**config.mk**
```make
export PLATFORM = sky130hd
export DESIGN_NAME = evgate_counter
export DESIGN_NICKNAME = d
export VERILOG_FILES = /design/src/rtl/evgate_pkg.sv /design/src/rtl/evgate_input_cond.sv /design/src/rtl/evgate_divider.sv /design/src/rtl/evgate_out_gate.sv /design/src/rtl/evgate_counter.sv
export SDC_FILE = /design/constraint.sdc
export NUM_CORES = 1
export LEC_CHECK = 0
export BUFFER_PORTS_ARGS = -buffer_cell sky130_fd_sc_hd__buf_2
export CAP_MARGIN = 15
export CORE_MARGIN = 1.5
export CORE_UTILIZATION = 53
export CTS_BUF_LIST = sky130_fd_sc_hd__clkbuf_4 sky130_fd_sc_hd__clkbuf_8
export CTS_CLUSTER_DIAMETER = 30
export DETAILED_ROUTE_END_ITERATION = 7
export HOLD_SLACK_MARGIN = 0.06
export MAX_ROUTING_LAYER = met4
export PLACE_DENSITY = 0.83
export RECOVER_POWER = 100
export SYNTH_ARGS = -nofsm -noshare
export SYNTH_HDL_FRONTEND = slang
export SYNTH_HIERARCHICAL = 1
export SYNTH_SLANG_ARGS = --single-unit
```
**constraint.sdc**
```tcl
create_clock -name clk -period 1.87 [get_ports clk]
set_input_delay 0.374 -clock clk [delete_from_list [all_inputs] [get_ports clk]]
set_output_delay 0.374 -clock clk [all_outputs]
set_load 0.005 [all_outputs]
```
**src/rtl/evgate_pkg.sv**
```systemverilog
package evgate_pkg;
  localparam int ADDR_W = 2;
  localparam logic [ADDR_W-1:0] A_CTRL = 2'd0;
  localparam logic [ADDR_W-1:0] A_CNT  = 2'd1;
  localparam logic [ADDR_W-1:0] A_LIM  = 2'd2;

  typedef struct packed {
    logic edge_sel;
    logic oe;
    logic pol;
    logic mode;
  } ctrl_t;
endpackage

```
**src/rtl/evgate_input_cond.sv**
```systemverilog
module evgate_input_cond #(
  parameter int SYNC_STAGES = 2
) (
  input  logic clk,
  input  logic rst,
  input  logic evt_in,
  input  logic gate_tick,
  input  logic mode,
  input  logic pol,
  output logic inc
);
  logic [SYNC_STAGES:0] chain;
  logic lvl, prev, rise, fall;

  always_ff @(posedge clk) begin
    if (rst) chain <= '0;
    else     chain <= {chain[SYNC_STAGES-1:0], evt_in};
  end

  assign lvl  = chain[SYNC_STAGES-1];
  assign prev = chain[SYNC_STAGES];
  assign rise = lvl & ~prev;
  assign fall = ~lvl & prev;

  always_comb begin
    if (mode) inc = gate_tick & (lvl == pol);
    else      inc = pol ? rise : fall;
  end
endmodule

```
**src/rtl/evgate_divider.sv**
```systemverilog
module evgate_divider #(
  parameter int WIDTH = 8
) (
  input  logic             clk,
  input  logic             rst,
  input  logic             inc,
  input  logic             load,
  input  logic [WIDTH-1:0] load_val,
  input  logic             load_phase,
  input  logic [WIDTH-1:0] limit,
  output logic [WIDTH-1:0] cnt,
  output logic             div
);
  always_ff @(posedge clk) begin
    if (rst) begin
      cnt <= '0;
      div <= 1'b0;
    end else if (load) begin
      cnt <= load_val;
      div <= load_phase;
    end else if (inc) begin
      if (cnt == limit) begin
        cnt <= '0;
        div <= ~div;
      end else begin
        cnt <= cnt + 1'b1;
      end
    end
  end
endmodule

```
**src/rtl/evgate_out_gate.sv**
```systemverilog
module evgate_out_gate (
  input  logic clk,
  input  logic rst,
  input  logic div,
  input  logic oe_req,
  input  logic edge_sel,
  output logic div_prev,
  output logic en_act,
  output logic pin_out
);
  logic active, en_next;

  assign active  = edge_sel ? (div & ~div_prev) : (~div & div_prev);
  assign en_next = active ? oe_req : en_act;

  always_ff @(posedge clk) begin
    if (rst) begin
      div_prev <= 1'b0;
      en_act   <= 1'b0;
      pin_out  <= 1'b0;
    end else begin
      div_prev <= div;
      en_act   <= en_next;
      pin_out  <= en_next & div;
    end
  end
endmodule

```
**src/rtl/evgate_counter.sv**
```systemverilog
module evgate_counter
  import evgate_pkg::*;
#(
  parameter int WIDTH       = 8,
  parameter int SYNC_STAGES = 2,
  parameter logic [WIDTH-1:0] LIM_RESET = '1
) (
  input  logic              clk,
  input  logic              rst,
  input  logic              wr_en,
  input  logic [1:0]        wr_addr,
  input  logic [WIDTH-1:0]  wr_data,
  input  logic [1:0]        rd_addr,
  output logic [WIDTH-1:0]  rd_data,
  input  logic              gate_tick,
  input  logic              evt_in,
  output logic              pin_out
);
  localparam int CTRL_W = $bits(ctrl_t);

  ctrl_t            ctrl_q;
  logic [WIDTH-1:0] lim_q;
  logic [WIDTH-1:0] cnt;
  logic             div_q, div_prev, en_act, inc, cnt_wr;

  assign cnt_wr = wr_en && (wr_addr == A_CNT);

  always_ff @(posedge clk) begin
    if (rst) begin
      ctrl_q <= '0;
      lim_q  <= LIM_RESET;
    end else if (wr_en) begin
      if (wr_addr == A_CTRL) ctrl_q <= ctrl_t'(wr_data[CTRL_W-1:0]);
      if (wr_addr == A_LIM)  lim_q  <= wr_data;
    end
  end

  always_ff @(posedge clk) begin
    if (rst) rd_data <= '0;
    else begin
      case (rd_addr)
        A_CTRL:  rd_data <= {{(WIDTH-CTRL_W){1'b0}}, ctrl_q};
        A_CNT:   rd_data <= cnt;
        A_LIM:   rd_data <= lim_q;
        default: rd_data <= '0;
      endcase
    end
  end

  evgate_input_cond #(.SYNC_STAGES(SYNC_STAGES)) u_cond (
    .clk(clk), .rst(rst), .evt_in(evt_in), .gate_tick(gate_tick),
    .mode(ctrl_q.mode), .pol(ctrl_q.pol), .inc(inc)
  );

  evgate_divider #(.WIDTH(WIDTH)) u_div (
    .clk(clk), .rst(rst), .inc(inc), .load(cnt_wr), .load_val(wr_data),
    .load_phase(ctrl_q.edge_sel), .limit(lim_q), .cnt(cnt), .div(div_q)
  );

  evgate_out_gate u_gate (
    .clk(clk), .rst(rst), .div(div_q), .oe_req(ctrl_q.oe),
    .edge_sel(ctrl_q.edge_sel), .div_prev(div_prev), .en_act(en_act),
    .pin_out(pin_out)
  );
endmodule

```
==> flow_summary.ini <==
[clock_tree]
path_clk_slew_ps = 100
cts_root_buffer = clkbuf_4
postCtsHoldBufs = 0
cts_resized = 0
cts_tree = yes
clk-insertion-delay-late_ps = 350
htreeDepth = 2
clock_path_buffers = 2
cts.sinks = 35
cts_buffers = 5

[worst_setup_path]
rr_startpoint = ctrl_q[0]
path_cells = nand2b_1 > a211oi_1 > a31o_1 > inv_1 > or4_1 > a311oi_1
startpoint = ctrl_q[0]
cp-end-kind = flip-flop
cp_slowest_cell = or4_1
path_class = reg -> reg
r2r_cells = 6
worstPathArrival_ps = 2050
crit_required_ps = 2120
r2r_setup_slack_ps = 70
crit_fanout = 5
start_kind = flip-flop
worst_r2r_endpoint = u_div/div
cpPeakStageDelay_ps = 490

[timing]
timing.slew.headroom = 0.0877
finalClockSkew_ps = 10.6
rsz0062_at_grt = no
fin_crit_ps = 1800
hold_viol = 0
finalSetupTns_ps = 0
slew_viol_final = 0
tightest_slew_ps = 1370
setup_viol = 0
clock.fmax_mhz = 556
post-route-period-util = 0.962

[detailed_routing]
drt_iter0_drc = 89
drc = 0
wirelength_mm = 3.85
vias = 1548
drt_first_pass_iters = 4
avgViaCountPerCell = 5.57
final_antenna_net_count = 0
wl_per_cell_um = 13.8

[logic_synthesis]
synth.top_cell.area_share = 0.393
async_flop_share = 0
yosys_warnings = 6
synthFlopType = dfxtp_1
ys_types = 45
synth_nets = 216
syn-cell-area_um2 = 1780
postSynthCellCount = 198
ys_ff_latch = 35
synth.yosys.seq_area_share = 0.393
yosys-top-cells-area = dfxtp_1, nor2_1, a211oi_1
yosysTopAreaCell = dfxtp_1
syn_area_per_cell_um2 = 9.01
synth_edf_count = 0

[layout]
drive_above_1_share = 0.201
layout.nets = 251
synthToLayoutAreaGrowth_pct = 16.4
antenna_cells = 0

[power_and_ir_drop]
p_sw_mw = 0.416
p_int_mw = 1.13
power_leakage_nw = 0.831
ir_worst_vdd_v = 0.000468
swShare = 0.269
comb_power_share = 0.151
p_total_mw = 1.55
seqPwrFrac = 0.532
power.density_nw_per_um2 = 745
p_clk_frac = 0.317

[global_routing]
grt_max_degree = 33
grt_pass1_vias = 1367
antenna_found_initial = 0
grt_pass1_wl_mm = 6.34
grt_usage = 0.238
grt_overflow = 0

[place]
portBuffers = 25
gp_congestion = 0.819
dpl.hpwl_mm = 2.78

[die]
die_y_um = 61.0
initial_utilization = 0.570
ios = 26
dieArea_um2 = 3720
fp.dieW_um = 61.0
rows = 20
core_um2 = 3130

[min_path]
hold_depth = 2
min_from = evt_in
min-delay-path-class = in -> reg
min_to = u_cond/chain[0]

[job]
max-cap-violations = 0

[status]
status = completed
## cells in the mapped netlist (3+ instances only)
| cell type | n |
|---|---|
| a22oi_1 | 4 |
| dfxtp_1 | 35 |
| o22ai_1 | 3 |
| nor2b_1 | 10 |
| mux2i_1 | 4 |
| and3_1 | 3 |
| a211oi_1 | 10 |
| o211ai_1 | 4 |
| xor2_1 | 3 |
| xnor2_1 | 6 |
| o31ai_1 | 3 |
| nor2_1 | 22 |
| o21ai_0 | 5 |
| nand3_1 | 5 |
| inv_1 | 10 |
| clkbuf_1 | 3 |
| nor3_1 | 8 |
| nand2b_1 | 8 |
| buf_2 | 4 |
| a21oi_1 | 15 |
## flip-flops by register name, indices dropped and copies added (netlist names)
register	cells
lim_q	8
u_gate/div_prev	1
ctrl_q	4
u_cond/chain	3
u_div/cnt	8
u_gate/en_act	1
u_gate/pin_out	1
rd_data	8
u_div/div	1
## power groups by stage
stage | Combinational (mW) | Sequential, mW | Clock, mW
global placement | 0.228 | 0.836 | 0
CTS | 0.234 | 0.822 | 0.491
detailed placement | 0.233 | 0.839 | 0
global route | 0.258 | 0.829 | 0.520
floorplan | 0.147 | 0.837 | 0
finish | 0.233 | 0.823 | 0.491
## per-layer routing
layer  global-route usage  share of wire
met4               0.0901          0.014
met3               0.0567          0.061
met5                    -              0
met2                0.342           0.45
met1                0.324           0.47
## final cells by class
cell class / count / area, um^2
Timing Repair Buffer: 36 / 204
Inverter: 10 / 37.5
Sequential cell: 35 / 701
Fill cell: 274 / 1050
Multi-Input combinational cell: 145 / 1010
Clock buffer: 8 / 72.6
Tap cell: 44 / 55.1
## critical path, delay by kind of cell, from the launching register on
| kind | cells | cell delay [ps] |
|---|---|---|
| and+or+nand+nor | 2 | 640 |
| AOI/OAI and AO/OA | 3 | 680 |
| DFF | 1 | 350 |
| buffers and inverters | 1 | 50 |
## placed cells by master (no fill, tap or decap), drive strengths merged, types with 9 or more instances in the layout
cell / n
dfxtp: 35
buf: 25
nor2: 22
clkbuf: 19
a21oi: 15
nor2b: 10
a211oi: 10
inv: 10
xnor2: 9
## what timing repair did
| item | CTS | global route |
|---|---|---|
| endpoints found under the hold margin | 0 | 0 |
| setup buffers | 0 | 1 |
| endpoints found under the setup margin | 0 | 1 |
## worst max path at each step
| stage | endpoint | slack (ps) | depth (start not counted) |
|---|---|---|---|
| after global routing | u_div/div | 7 | 6 |
| after CTS | u_div/div | 100 | 6 |
| after global placement | u_div/div | 160 | 7 |
| after floorplan | u_div/div | 50 | 6 |
| after detailed placement | u_div/div | 80 | 7 |
| final | u_div/div | 70 | 6 |
## per-stage QoR
step	setup slack [ps]	util	area [um^2]	hold slack (ps)	instances
2_1_floorplan	51.0	-	1780	414	198
3_3_place_gp	156	0.644	2010	428	269
3_5_place_dp	81.6	0.644	2010	437	269
4_1_cts	97.9	0.667	2090	241	277
5_1_grt	6.75	0.664	2080	250	278
6_report	70.9	0.664	2080	241	278
## cells by family (layout without fill, tap and decap cells)
| logic type | Yosys count | after routing | synth area share |
|---|---|---|---|
| flip-flops | 35 | 35 | 0.393 |
| XOR/XNOR | 12 | 12 | 0.0778 |
| AND/OR/NAND/NOR | 73 | 73 | 0.251 |
| multiplexers | 4 | 4 | 0.0224 |
| buffers and inverters | 18 | 54 | 0.0428 |
| AO/OA/AOI/OAI | 55 | 55 | 0.206 |
| adder cells (fa/ha/maj) | 1 | 1 | 0.00701 |
Note: power is estimated with default switching activity, not from simulation.
